### src/rtl/rngw_pkg.sv
package rngw_pkg;
   localparam int OSEL_W = 2;
   typedef logic [OSEL_W-1:0] osel_t;
   localparam osel_t OSEL_PASS = 2'd0;
   localparam osel_t OSEL_MUTE = 2'd3;

   localparam logic [63:0] CRC64_POLY = 64'h231DCEE91262B8A3;
   localparam logic [63:0] CRC64_SEED = 64'h0123456789ABCDEF;
endpackage

### src/rtl/rngw_mixer.sv
module rngw_mixer #(
   parameter int NSRC = 3
) (
   input  logic [NSRC-1:0] raw_bits,
   input  logic [NSRC-1:0] src_en,
   output logic            mix_bit
);
   logic [NSRC-1:0] gated;

   generate
      if (NSRC < 1) begin : g_bad
         $error("rngw_mixer: NSRC must be at least 1");
      end
      for (genvar i = 0; i < NSRC; i++) begin : g_gate
         assign gated[i] = raw_bits[i] & src_en[i];
      end
   endgenerate

   assign mix_bit = ^gated;
endmodule

### src/rtl/rngw_crc.sv
module rngw_crc #(
   parameter int              DATA_W = 64,
   parameter logic [DATA_W-1:0] POLY = rngw_pkg::CRC64_POLY,
   parameter logic [DATA_W-1:0] SEED = rngw_pkg::CRC64_SEED
) (
   input  logic              clk,
   input  logic              rst,
   input  logic              din,
   output logic [DATA_W-1:0] state
);
   logic              fb;
   logic [DATA_W-1:0] nxt;

   generate
      if (DATA_W < 8) begin : g_bad_w
         $error("rngw_crc: DATA_W too small");
      end
      if (POLY[0] != 1'b1) begin : g_bad_poly
         $error("rngw_crc: polynomial needs a constant term");
      end
      if (SEED == '0) begin : g_bad_seed
         $error("rngw_crc: seed must be nonzero");
      end
   endgenerate

   always_comb begin
      fb  = state[DATA_W-1] ^ din;
      nxt = {state[DATA_W-2:0], 1'b0} ^ (fb ? POLY : '0);
   end

   always_ff @(posedge clk) begin
      if (rst) state <= SEED;
      else     state <= nxt;
   end
endmodule

### src/rtl/rngw_ctl.sv
module rngw_ctl #(
   parameter int NSRC   = 3,
   parameter int WAIT_W = 16,
   parameter int VCO_W  = 2
) (
   input  logic                  clk,
   input  logic                  rst,
   input  logic                  cfg_we,
   input  logic                  cfg_interlock,
   input  logic [NSRC-1:0]       cfg_src_en,
   input  logic [WAIT_W-1:0]     cfg_wait,
   input  logic [VCO_W-1:0]      cfg_vco,
   input  rngw_pkg::osel_t       cfg_osel,
   output logic                  interlock_q,
   output logic [NSRC-1:0]       src_en_q,
   output logic [WAIT_W-1:0]     wait_q,
   output rngw_pkg::osel_t       osel_q,
   output logic [NSRC*VCO_W-1:0] vco_sel
);
   localparam int VCO_TOT = NSRC * VCO_W;

   generate
      if (WAIT_W < 1 || VCO_W < 1) begin : g_bad
         $error("rngw_ctl: field widths must be positive");
      end
   endgenerate

   always_ff @(posedge clk) begin
      if (rst) begin
         interlock_q <= 1'b1;
         src_en_q    <= '0;
         wait_q      <= '0;
         osel_q      <= rngw_pkg::OSEL_PASS;
      end else if (cfg_we) begin
         interlock_q <= cfg_interlock;
         src_en_q    <= cfg_src_en;
         wait_q      <= cfg_wait;
         osel_q      <= cfg_osel;
      end
   end

   generate
      for (genvar i = 0; i < NSRC; i++) begin : g_vco
         logic [VCO_W-1:0] vco_r;
         logic             hit;
         assign hit = cfg_we && (cfg_src_en == (NSRC'(1) << i));
         always_ff @(posedge clk) begin
            if (rst)      vco_r <= '0;
            else if (hit) vco_r <= cfg_vco;
         end
         assign vco_sel[i*VCO_W +: VCO_W] = vco_r;
      end
   endgenerate

   AST_VCO_HOLD: assert property (@(posedge clk) disable iff (rst)
      (cfg_we && ($countones(cfg_src_en) != 1)) |=> $stable(vco_sel));

   logic [VCO_TOT-1:0] unused_chk;
   assign unused_chk = vco_sel;
endmodule

### src/rtl/rngw_gate.sv
module rngw_gate #(
   parameter int DATA_W = 64,
   parameter int WAIT_W = 16
) (
   input  logic              clk,
   input  logic              rst,
   input  logic              interlock,
   input  logic [WAIT_W-1:0] wait_cyc,
   input  logic              mute,
   input  logic [DATA_W-1:0] crc_state,
   input  logic              rd_req,
   output logic              rd_ack,
   output logic [DATA_W-1:0] rd_data
);
   localparam logic [WAIT_W-1:0] CNT_MAX = '1;

   logic [WAIT_W-1:0] elapsed;
   logic              ready;
   logic              grant;

   assign ready = !interlock || (elapsed >= wait_cyc);
   assign grant = rd_req && !rd_ack && ready;

   always_ff @(posedge clk) begin
      if (rst) begin
         elapsed <= '0;
         rd_ack  <= 1'b0;
         rd_data <= '0;
      end else begin
         rd_ack <= grant;
         if (grant) begin
            rd_data <= mute ? '0 : crc_state;
            elapsed <= '0;
         end else if (elapsed != CNT_MAX) begin
            elapsed <= elapsed + 1'b1;
         end
      end
   end

   AST_ACK_NEEDS_REQ: assert property (@(posedge clk) disable iff (rst)
      rd_ack |-> $past(rd_req));
   AST_ACK_SINGLE: assert property (@(posedge clk) disable iff (rst)
      rd_ack |=> !rd_ack);
   AST_CNT_RESTART: assert property (@(posedge clk) disable iff (rst)
      rd_ack |-> (elapsed == '0));
   AST_MUTE_ZERO: assert property (@(posedge clk) disable iff (rst)
      (rd_ack && $past(mute)) |-> (rd_data == '0));
endmodule

### src/rtl/rngw_top.sv
module rngw_top #(
   parameter int                NSRC   = 3,
   parameter int                DATA_W = 64,
   parameter int                WAIT_W = 16,
   parameter int                VCO_W  = 2,
   parameter logic [DATA_W-1:0] POLY   = rngw_pkg::CRC64_POLY,
   parameter logic [DATA_W-1:0] SEED   = rngw_pkg::CRC64_SEED
) (
   input  logic                  clk,
   input  logic                  rst,
   input  logic [NSRC-1:0]       raw_bits,
   input  logic                  cfg_we,
   input  logic                  cfg_interlock,
   input  logic [NSRC-1:0]       cfg_src_en,
   input  logic [WAIT_W-1:0]     cfg_wait,
   input  logic [VCO_W-1:0]      cfg_vco,
   input  logic [1:0]            cfg_osel,
   input  logic                  rd_req,
   output logic                  rd_ack,
   output logic [DATA_W-1:0]     rd_data,
   output logic [NSRC*VCO_W-1:0] vco_sel
);
   logic              interlock_q;
   logic [NSRC-1:0]   src_en_q;
   logic [WAIT_W-1:0] wait_q;
   rngw_pkg::osel_t   osel_q;
   logic              mix_bit;
   logic [DATA_W-1:0] crc_state;

   rngw_ctl #(.NSRC(NSRC), .WAIT_W(WAIT_W), .VCO_W(VCO_W)) u_ctl (
      .clk(clk), .rst(rst), .cfg_we(cfg_we), .cfg_interlock(cfg_interlock),
      .cfg_src_en(cfg_src_en), .cfg_wait(cfg_wait), .cfg_vco(cfg_vco),
      .cfg_osel(cfg_osel), .interlock_q(interlock_q), .src_en_q(src_en_q),
      .wait_q(wait_q), .osel_q(osel_q), .vco_sel(vco_sel)
   );

   rngw_mixer #(.NSRC(NSRC)) u_mix (
      .raw_bits(raw_bits), .src_en(src_en_q), .mix_bit(mix_bit)
   );

   rngw_crc #(.DATA_W(DATA_W), .POLY(POLY), .SEED(SEED)) u_crc (
      .clk(clk), .rst(rst), .din(mix_bit), .state(crc_state)
   );

   rngw_gate #(.DATA_W(DATA_W), .WAIT_W(WAIT_W)) u_gate (
      .clk(clk), .rst(rst), .interlock(interlock_q), .wait_cyc(wait_q),
      .mute(osel_q == rngw_pkg::OSEL_MUTE), .crc_state(crc_state),
      .rd_req(rd_req), .rd_ack(rd_ack), .rd_data(rd_data)
   );
endmodule

### config.mk
export PLATFORM = sky130hd
export DESIGN_NAME = rngw_top
export DESIGN_NICKNAME = d
export VERILOG_FILES = /design/src/rtl/rngw_pkg.sv /design/src/rtl/rngw_mixer.sv /design/src/rtl/rngw_crc.sv /design/src/rtl/rngw_ctl.sv /design/src/rtl/rngw_gate.sv /design/src/rtl/rngw_top.sv
export SDC_FILE = /design/constraint.sdc
export NUM_CORES = 1
export LEC_CHECK = 0
export ABC_AREA = 1
export BUFFER_PORTS_ARGS = -buffer_cell sky130_fd_sc_hd__buf_4
export CAP_MARGIN = 0
export CORE_MARGIN = 5
export CORE_UTILIZATION = 47
export DETAILED_ROUTE_END_ITERATION = 10
export PLACE_DENSITY = 0.64
export SYNTH_ARGS = -nofsm -noshare
export SYNTH_HDL_FRONTEND = slang
export SYNTH_HIERARCHICAL = 1
export SYNTH_SLANG_ARGS = --single-unit
### constraint.sdc
create_clock -name clk -period 3 [get_ports clk]
set_clock_uncertainty 0.05 [all_clocks]
set_input_delay 0.15 -clock clk [delete_from_list [all_inputs] [get_ports clk]]
set_output_delay 0.15 -clock clk [all_outputs]
set_load 0.01 [all_outputs]
# == After elaboration in Yosys (flattened, before gate mapping) ==
# Cells that the tools add are included.
# totals
register_bits,173
input_bits,31
out_inout_bits,71
# op_classes
n_addsub,1
magnitude_cmp,1
eq_ne,5
muxes,2
n_bitwise,5
reduce_logical,10
# ops
operator,count
64-bit 2-to-1 mux,1
64-bit bitwise XOR,1
62-bit 2-to-1 mux,1
"16-bit by 1-bit adder with 16-bit output, second input constant",1
16-bit greater-or-equal comparator,1
"16-bit inequality test, second input constant",1
1-bit logical AND,5
1-bit AND,3
"3-bit by 1-bit equality test with 1-bit output, second input constant",1
"3-bit by 2-bit equality test with 1-bit output, second input constant",1
"3-bit equality test, second input constant",1
3-bit parity,1
"2-bit equality test, second input constant",1
1-bit zero test,2
2-bit OR reduction,1
1-bit logical OR,1
1-bit bitwise XOR,1

# == Depth between registers and ports, before layout ==
# Gate-level depths: netlist of run 1.
# depth
ltp_word,5
ltp_mapped,16
depth_no_buf,14

# == Modules after synthesis ==
# Netlist of run 1, hierarchy kept.
# modules_own_cells
mod,n_inst,cells_each,area_each_um2
rngw_gate,1,618,4219.0
rngw_crc,1,288,2444.8
rngw_ctl,1,134,1023.5
rngw_mixer,1,11,43.8
rngw_top,1,2,7.5

# == Least setup slack after synthesis of run 1 ==
# Ideal clock, no wire load.
# synth_path
path_type,reg-to-reg
startpoint,register u_gate.elapsed[0]
endpoint,register u_gate.rd_data[12]
setup_ps,114
t_arrival_ps,1533
t_required_ps,2836
path_slack_ps,1303
stages_incl_launch_ff,16
path_buffers,2
cell_sequence,dfxtp_1 -> inv_1 -> ha_1 -> nand2_1 -> nor2_1 -> nor2_1 -> nand2_1 -> nand2_1 -> nand2_1 -> nand2_1 -> nand2_1 -> nand2_1 -> buf_4 -> buf_4 -> nand3_1 -> nand2_1
# synth_via
elab_chain_cells,3
# synth_rtl
item,line_no,source
start: declaration,rngw_gate.sv:17,logic [WAIT_W-1:0] elapsed;
start signal: assignment,rngw_gate.sv:35,elapsed <= elapsed + 1'b1;
16-bit greater-or-equal comparator,rngw_gate.sv:21,assign ready = !interlock || (elapsed >= wait_cyc);
1-bit logical OR,rngw_gate.sv:21,
1-bit logical AND,rngw_gate.sv:22,assign grant = rd_req && !rd_ack && ready;
end signal: assignment,rngw_gate.sv:32,rd_data <= mute ? '0 : crc_state;
end: declaration,rngw_gate.sv:13,output logic [DATA_W-1:0] rd_data
# Every way passes these cells.
# A chain may end at the register's enable or synchronous reset.

# == Final worst setup path of run 1 ==
# layout_path
startpoint,register u_gate.elapsed[3]
endpoint,register u_gate.elapsed[7]
# layout_via
elab_chain_cells,4
elab_cells_between_ends,6
# layout_rtl
item,line_no
16-bit greater-or-equal comparator,rngw_gate.sv:21
1-bit logical OR,rngw_gate.sv:21
1-bit logical AND,rngw_gate.sv:22
2-bit OR reduction (no source line),n/a
# Several ways; a longest one is shown, not always the timed one.

==> PnR_summary.wiki, run 1 <==
{| class="wikitable"
! Metric !! Value
|-
| Tcrit/Tclk final || 81.5%
|-
| Ranking of synthesized cells by area || sky130_fd_sc_hd__dfxtp_1 45%, sky130_fd_sc_hd__nor2_1 9.7%, sky130_fd_sc_hd__nand2_1 7.8%
|-
| Global placement routability congestion || 0.823
|-
| Count of flip-flops with a built-in enable after synthesis || 0
|-
| Path type of the worst setup path || reg2reg
|-
| DRC violation total after the first TritonRoute iteration || 456
|-
| Post-placement cell count || 1,287
|-
| Congestion Overflow GR || 0
|-
| Top fanout value on the critical path || 24
|-
| Total length of routed wires || 17,200 um
|-
| DRT antenna net count || 0
|-
| Static leakage || 4.65 nW
|-
| Worst endpoint data arrival time || 2.73 ns
|-
| Async set-reset flop share out of synthesis || 0%
|-
| Critical Path Source Type || flip-flop
|-
| Maximum number of pins on one net before global-route repair || 65
|-
| Ys flop type || sky130_fd_sc_hd__dfxtp_1
|-
| Final nets || 1,156
|-
| Type of element capturing the critical path || flip-flop
|-
| Number of max-slew violations in the final report || 0
|-
| Sequential cell area fraction in the yosys report || 44.8%
|-
| Worst supply voltage drop on vdd || 0.412 mV
|-
| DRC violations left || 0
|-
| WP buf/inv || 0
|-
| Most frequent cell after synthesis || sky130_fd_sc_hd__nor2_1
|-
| Insertion delay of the later-clocked pin in the worst-skew pair || 0.42 ns
|-
| Via count of the first global-routing pass || 6,072
|-
| Total nets after synthesis || 1,101
|-
| Library cell with the largest summed area after synthesis || sky130_fd_sc_hd__dfxtp_1
|-
| Count of port buffers added during placement || 101
|-
| Most instantiated cells after synthesis || 200 x sky130_fd_sc_hd__nor2_1, 173 x sky130_fd_sc_hd__dfxtp_1, 161 x sky130_fd_sc_hd__nand2_1
|-
| Number of placement rows || 47
|-
| Top Family by Delay on Critical Path || simple AND/OR/NAND/NOR gates
|-
| Cell count after synthesis || 1,053
|-
| Fraction of layout instances using a drive strength above 1 || 17.2%
|-
| Number of H-tree branching levels || 4
|-
| Area of the placeable core || 16,300 um^2
|-
| Number of antenna violations at the first check in global routing || 0
|-
| Maximum single-stage delay on the critical path || 0.48 ns
|-
| Setup repair after global routing missed its margin || no
|-
| Synth Area per Inst || 7.35 um^2
|-
| Deepest clock path buffer count || 2
|-
| Cell area after technology mapping || 7740 um^2
|-
| First-pass GRT wire length || 29,300 um
|-
| DR WL/cell || 12.8 um
|-
| Post-CTS Resized || 0
|-
| Status || completed
|-
| Critical path cell sequence || ha_1, nand2_1, nor2_1, nor2_1, nand2_1, nand2_1, nand2_1, nand2_1, nand2_2, nand2_2, nand2_1, nor2_1
|-
| Die H || 138 um
|-
| Count of endpoints failing hold in the final timing report || 0
|-
| Critical Path Slowest Stage Cell || sky130_fd_sc_hd__nand2_1
|-
| Synth unique cells || 31
|-
| Clock sinks || 173
|-
| Diodes inserted || 0
|-
| Post-CTS setup buffers || 0
|-
| Total setup violations reported at the end of the flow || 0
|-
| Die width || 138 um
|-
| Final instance count without filler cells || 1,339
|-
| Top-level port count || 102
|-
| Crit path time final || 2.44 ns
|-
| Max_slew headroom || 53.0%
|-
| Post-detailed-route via-to-cell ratio || 4.83
|-
| Detail Placement HPWL || 10,800 um
|-
| Area grow syn2layout || 17.3%
|-
| Actual transition at the worst max-transition pin || 0.705 ns
|-
| MaxCap Viol Count || 0
|-
| CTS buffer count || 17
|-
| Clk slew on worst S/H paths || 0.06 ns
|-
| Highest attainable clock frequency || 0.409 GHz
|-
| Total power divided by cell area || 587 nW/um^2
|-
| Flip-flop and latch count after synthesis || 173
|-
| Worst EP required || 3.29 ns
|-
| Yosys warning count || 6
|-
| Final total negative setup slack || 0 ns
|-
| Number of filler cells placed in the layout || 1,591
|-
| Most numerous cell on the critical path || sky130_fd_sc_hd__nand2_1
|-
| TritonCTS clock tree || yes
|-
| Die footprint || 19,100 um^2
|-
| Initial Utilization || 47.3%
|-
| Fraction of post-synthesis cell area in the top cell type by area || 44.8%
|-
| Vias post-DR || 6,470
|-
| Overall track demand over capacity in global routing || 18.1%
|-
| Hold Path Class || in2reg
|-
| CTS Root Cell || sky130_fd_sc_hd__clkbuf_16
|-
| Count of TritonRoute iterations in the first routing pass || 5
|}
[cell type report]
cell class / count / area [um^2] / share of cell area [%]
flip-flops and latches: 173 / 3460 / 38.1
multi-input cells: 645 / 3190 / 35.2
repair buffers: 132 / 1050 / 11.5
inverters: 139 / 526 / 5.79
clock buffers: 24 / 492 / 5.41
well taps: 220 / 275 / 3.03
clock inverters: 6 / 85.1 / 0.937
[stage by stage]
stage	power (mW)	hold WS [ns]	utilization [%]	area (um^2)	setup WS, ns
2_1_floorplan	3.05	0.169	-	7740	1.30
3_3_place_gp	3.19	0.322	50.7	8280	0.669
3_5_place_dp	3.19	0.324	50.7	8280	0.577
4_1_cts	5.38	0.0223	55.5	9080	0.539
5_1_grt	5.60	0.0406	55.5	9080	0.283
6_report	5.33	0.0435	55.5	9080	0.556
[flip-flops by register name (all words and copies together) (netlist names)]
register / count
u_ctl/osel_q: 2
u_ctl/wait_q: 16
u_gate/rd_ack: 1
u_ctl/interlock_q: 1
u_ctl/g_vco.vco_r: 6
u_gate/rd_data: 64
u_ctl/src_en_q: 3
u_crc/state: 64
u_gate/elapsed: 16
[where the power goes]
part	switching, mW	internal, mW
Combinational	0.390	0.250
Sequential	0.0846	2.44
Clock	0.856	1.30
[repair_timing]
item	4_1_cts	5_1_grt
hold endpoints to repair	22	0
hold buffers	22	0
setup endpoints to repair	0	0
[per-layer routing]
metal | part of all wire, % | track usage, % | routed length, um | vias up
li1 | - | - | - | 3377
met4 | 2.4 | 7.12 | 407 | 0
met2 | 45 | 28.8 | 7800 | 114
met1 | 49 | 24.1 | 8400 | 2950
met3 | 3.5 | 3.73 | 595 | 29
met5 | 0 | 0 | 0 | -
[cell usage in the layout, fill, tap and decap left out, types with 6 or more instances in the layout]
cell type / n
sky130_fd_sc_hd__a21oi_1: 15
sky130_fd_sc_hd__buf_4: 110
sky130_fd_sc_hd__clkbuf_16: 17
sky130_fd_sc_hd__dfxtp_1: 173
sky130_fd_sc_hd__dlygate4sd3_1: 22
sky130_fd_sc_hd__ha_1: 17
sky130_fd_sc_hd__inv_1: 133
sky130_fd_sc_hd__nand2_1: 159
sky130_fd_sc_hd__nand2_2: 18
sky130_fd_sc_hd__nand3_1: 99
sky130_fd_sc_hd__nand3_2: 10
sky130_fd_sc_hd__nand4_1: 65
sky130_fd_sc_hd__nor2_1: 199
sky130_fd_sc_hd__o21ai_0: 16
sky130_fd_sc_hd__o21ai_1: 6
sky130_fd_sc_hd__or2_2: 14
sky130_fd_sc_hd__xor2_1: 9
[cells by family after synthesis]
kind of cell	share of synthesized area (%)
compound gates	2.59
xor+xnor	1.47
fa+ha+maj	2.75
buf+inv	14.1
flops	44.8
simple gates	34.3
[worst register-to-register path: cells and delay by family (launching register included)]
kind | cells | cell delay (ns)
flip-flops | 1 | 0.40
adder cells (fa/ha/maj) | 1 | 0.27
AND/OR/NAND/NOR | 11 | 1.65
[worst paths after layout]
path / from / end / slack, ns / cells past startpoint
setup reg to reg: u_gate/elapsed[3] / u_gate/elapsed[7] / 0.56 / 12
hold reg to reg: u_crc/state[59] / u_crc/state[60] / 0.37 / 2
setup / recovery: u_gate/elapsed[3] / u_gate/elapsed[7] / 0.56 / 12
hold / removal: cfg_vco[0] / u_ctl/g_vco[2].vco_r[0] / 0.04 / 5
Note: power is estimated with default switching activity, not from simulation.
==> inputs of run 2 (changes only) <==
--- a/config.mk
+++ b/config.mk
@@ -5,7 +5,7 @@
 export SDC_FILE = /design/constraint.sdc
 export NUM_CORES = 1
 export LEC_CHECK = 0
-export ABC_AREA = 1
+export ABC_AREA = 0
 export BUFFER_PORTS_ARGS = -buffer_cell sky130_fd_sc_hd__buf_4
 export CAP_MARGIN = 0
 export CORE_MARGIN = 5
==> constraint.sdc (replaced) <==
create_clock -name clk -period 2.4 [get_ports clk]
set_clock_uncertainty 0.05 [all_clocks]
set_input_delay 0.12 -clock clk [delete_from_list [all_inputs] [get_ports clk]]
set_output_delay 0.12 -clock clk [all_outputs]
set_load 0.01 [all_outputs]
==> run 2 against run 1 <==
Net effect: count of clock-buffer cells in the layout decreased by 6; global-route usage fell by 1.5 points; die area decreased by 4.9%; via count decreased by 22%; final cell count decreased by 24%; non-clock buffer count increased by 14; sequential cell count stayed put; final area fell by 1.0%; critical path type unchanged.
==> PnR_summary.wiki, run 2 <==
{| class="wikitable"
! Metric !! Value
|-
| Status || completed
|-
| Die width || 135 um
|-
| Worst endpoint data arrival time || 2.63 ns
|-
| Count of endpoints failing hold in the final timing report || 0
|-
| Path type of the worst setup path || reg2reg
|-
| Async set-reset flop share out of synthesis || 0%
|-
| Cell area after technology mapping || 7330 um^2
|-
| Area used by multi-input combinational logic || 3250 um^2
|-
| Count of TritonRoute iterations in the first routing pass || 8
|-
| Actual transition at the worst max-transition pin || 0.639 ns
|-
| Most instantiated cells after synthesis || 173 x sky130_fd_sc_hd__dfxtp_1, 73 x sky130_fd_sc_hd__nand2b_1, 64 x sky130_fd_sc_hd__o2bb2ai_1
|-
| Most used cells in the layout excluding fill and tap cells || 172 x sky130_fd_sc_hd__dfxtp_1, 106 x sky130_fd_sc_hd__buf_4, 73 x sky130_fd_sc_hd__nand2b_1, 64 x sky130_fd_sc_hd__o2bb2ai_1, 55 x sky130_fd_sc_hd__nor2_1
|-
| Tcrit/Tclk final || 98.7%
|-
| DR WL/cell || 16.1 um
|-
| Overall track demand over capacity in global routing || 16.5%
|-
| Diodes inserted || 0
|-
| Source of the worst register-to-register timing path || u_ctl/wait_q[13]
|-
| Synth unique cells || 48
|-
| Fraction of layout instances using a drive strength above 1 || 23.1%
|-
| Static leakage || 3.68 nW
|-
| Number of placement rows || 45
|-
| Die H || 135 um
|-
| Sequential cell area fraction in the yosys report || 47.2%
|-
| Total nets after synthesis || 747
|-
| Highest attainable clock frequency || 0.422 GHz
|-
| Vias post-DR || 5,027
|-
| Detail Placement HPWL || 9450 um
|-
| Top-level port count || 102
|-
| Final instance count without filler cells || 1,011
|-
| DRT antenna net count || 0
|-
| Cell count after synthesis || 699
|-
| Count of port buffers added during placement || 101
|-
| Deepest clock path buffer count || 2
|-
| Total power consumption of the routed design || 6.78 mW
|-
| Comb pwr share || 12.6%
|-
| Internal power summed over all cells || 5.10 mW
|-
| Hold Path Class || in2reg
|-
| Crit path time final || 2.37 ns
|-
| Seq. cell area || 3460 um^2
|-
| TritonCTS clock tree || yes
|-
| CTS Root Cell || sky130_fd_sc_hd__clkbuf_16
|-
| Area grow syn2layout || 22.6%
|-
| Clk slew on worst S/H paths || 0.07 ns
|-
| Global placement routability congestion || 0.857
|-
| Via count of the first global-routing pass || 5,043
|-
| Total power divided by cell area || 754 nW/um^2
|-
| Final nets || 835
|-
| DRC violations left || 0
|-
| Most frequent cell after synthesis || sky130_fd_sc_hd__dfxtp_1
|-
| Max_slew headroom || 57.4%
|-
| Area of the placeable core || 15,300 um^2
|-
| Number of filler cells placed in the layout || 1,288
|-
| Top flop regs || u_crc/state (64), u_gate/rd_data (64)
|-
| Post-detailed-route via-to-cell ratio || 4.97
|-
| Clock sinks || 173
|-
| Maximum number of pins on one net before global-route repair || 173
|-
| CTS buffer count || 17
|-
| Library cell with the largest summed area after synthesis || sky130_fd_sc_hd__dfxtp_1
|-
| Number of H-tree branching levels || 4
|-
| Insertion delay of the later-clocked pin in the worst-skew pair || 0.43 ns
|-
| Switching fraction of total power || 24.7%
|-
| Clock network fraction of total power || 40.1%
|-
| Worst EP required || 2.66 ns
|-
| Fraction of post-synthesis cell area in the top cell type by area || 47.2%
|-
| Initial Utilization || 48.1%
|-
| Switching power of the nets || 1.68 mW
|-
| Die footprint || 18,200 um^2
|-
| Top fanout value on the critical path || 10
|-
| Number of max-slew violations in the final report || 0
|-
| Total length of routed wires || 16,200 um
|-
| First-pass GRT wire length || 24,400 um
|-
| Yosys warning count || 6
|-
| Flip-flop and latch count after synthesis || 173
|-
| Synth Area per Inst || 10.5 um^2
|-
| Total setup violations reported at the end of the flow || 0
|-
| MaxCap Viol Count || 0
|-
| Post-placement cell count || 943
|-
| DRC violation total after the first TritonRoute iteration || 300
|-
| Ys flop type || sky130_fd_sc_hd__dfxtp_1
|-
| Congestion Overflow GR || 0
|-
| Sequential group share of total power || 47.3%
|-
| Most frequent standard cell in the layout excluding fill and tap cells || sky130_fd_sc_hd__dfxtp_1
|-
| Number of antenna violations at the first check in global routing || 0
|-
| Worst supply voltage drop on vdd || 0.509 mV
|-
| Type of element capturing the critical path || flip-flop
|-
| Hold WS || 0.163 ns
|-
| Ranking of synthesized cells by area || sky130_fd_sc_hd__dfxtp_1 47%, sky130_fd_sc_hd__o2bb2ai_1 7.6%, sky130_fd_sc_hd__nand2b_1 6.2%
|-
| Min-delay src || cfg_we
|-
| Count of flip-flops with a built-in enable after synthesis || 0
|-
| Startpoint of the worst setup timing path || u_ctl/wait_q[13]
|-
| Critical Path Source Type || flip-flop
|}
-- run 2: cell types whose count changed after synthesis, moves of 45 or more --
cell / before / now
sky130_fd_sc_hd__nand2b_1: 0 / 73
sky130_fd_sc_hd__mux2i_1: 0 / 45
sky130_fd_sc_hd__o2bb2ai_1: 0 / 64
sky130_fd_sc_hd__nand4_1: 65 / 4
sky130_fd_sc_hd__nand3_1: 99 / 3
sky130_fd_sc_hd__nor2_1: 200 / 55
sky130_fd_sc_hd__nor2b_1: 0 / 48
sky130_fd_sc_hd__nand2_1: 161 / 12
sky130_fd_sc_hd__inv_1: 135 / 22
-- run 2: power by group through the flow --
stage,Sequential [mW],Combinational (mW),Clock [mW]
6_report,3.21,0.852,2.72
5_1_grt,3.24,0.921,2.91
4_1_cts,3.21,0.776,2.79
3_5_place_dp,3.27,0.743,0
3_3_place_gp,3.26,0.724,0
2_1_floorplan,3.26,0.583,0
-- run 2: routing by layer --
| metal | GRT usage, % | vias to the layer above | part of all wire (%) |
|---|---|---|---|
| li1 | - | 2520 | - |
| met5 | 0 | - | 0 |
| met2 | 28.3 | 78 | 50 |
| met4 | 4.75 | 0 | 0.79 |
| met1 | 20.1 | 2418 | 45 |
| met3 | 4.92 | 11 | 4.2 |
-- run 2: final cells by class --
class | instances | area share (%)
clock buffer | 18 | 4.77
clock inverter | 14 | 1.75
inverter | 22 | 0.919
multi-input combinational | 427 | 36.2
sequential | 173 | 38.5
tap | 211 | 2.94
timing repair buffer | 146 | 14.9
-- run 2: through the flow --
stage	cell area, um^2	util (%)	setup WS (ns)	setup TNS (ns)
floorplan	7330	-	0.206	0
global placement	7900	51.8	0.0951	0
detailed placement	7900	51.8	-0.0183	-0.0722
CTS	8730	57.2	0.00676	0
global route	8990	58.9	-0.0363	-1.49
finish	8990	58.9	0.0309	0
-- run 2: worst paths after layout --
check                                          end  slack, ns  depth (start not counted)
worst min register to register     u_crc/state[19]       0.39                          1
worst min-delay path               u_ctl/osel_q[1]       0.16                          3
worst max register to register  u_gate/rd_data[43]       0.03                          9
worst max-delay path            u_gate/rd_data[43]       0.03                          9
-- run 2: kinds of logic after synthesis --
group                    count (synthesis)  share of synthesized area [%]
XOR/XNOR                                 9                           1.37
AO/OA/AOI/OAI                           86                           9.93
adder cells (fa/ha/maj)                 17                           2.90
buffers and inverters                  100                           9.52
flip-flops                             173                           47.2
AND/OR/NAND/NOR                        254                           19.8
multiplexers                            60                           9.21
-- run 2: worst max-delay path: stages (launching register included) --
cell                        delay (ns)
sky130_fd_sc_hd__dfxtp_1          0.35
sky130_fd_sc_hd__inv_1            0.05
sky130_fd_sc_hd__ha_1             0.29
sky130_fd_sc_hd__nand4_1          0.17
sky130_fd_sc_hd__or3_4            0.40
sky130_fd_sc_hd__a2111oi_4        0.29
sky130_fd_sc_hd__buf_4            0.19
sky130_fd_sc_hd__o311a_4          0.23
sky130_fd_sc_hd__buf_6            0.17
sky130_fd_sc_hd__o2bb2ai_1        0.08
-- run 2: what timing repair did --
item | CTS | global route
resized for setup | 0 | 9
hold buffers | 24 | 0
setup buffers | 0 | 1
setup endpoints to repair | 17 | 81
hold endpoints to repair | 27 | 0
pin swaps | 1 | 6
gates cloned | 0 | 11
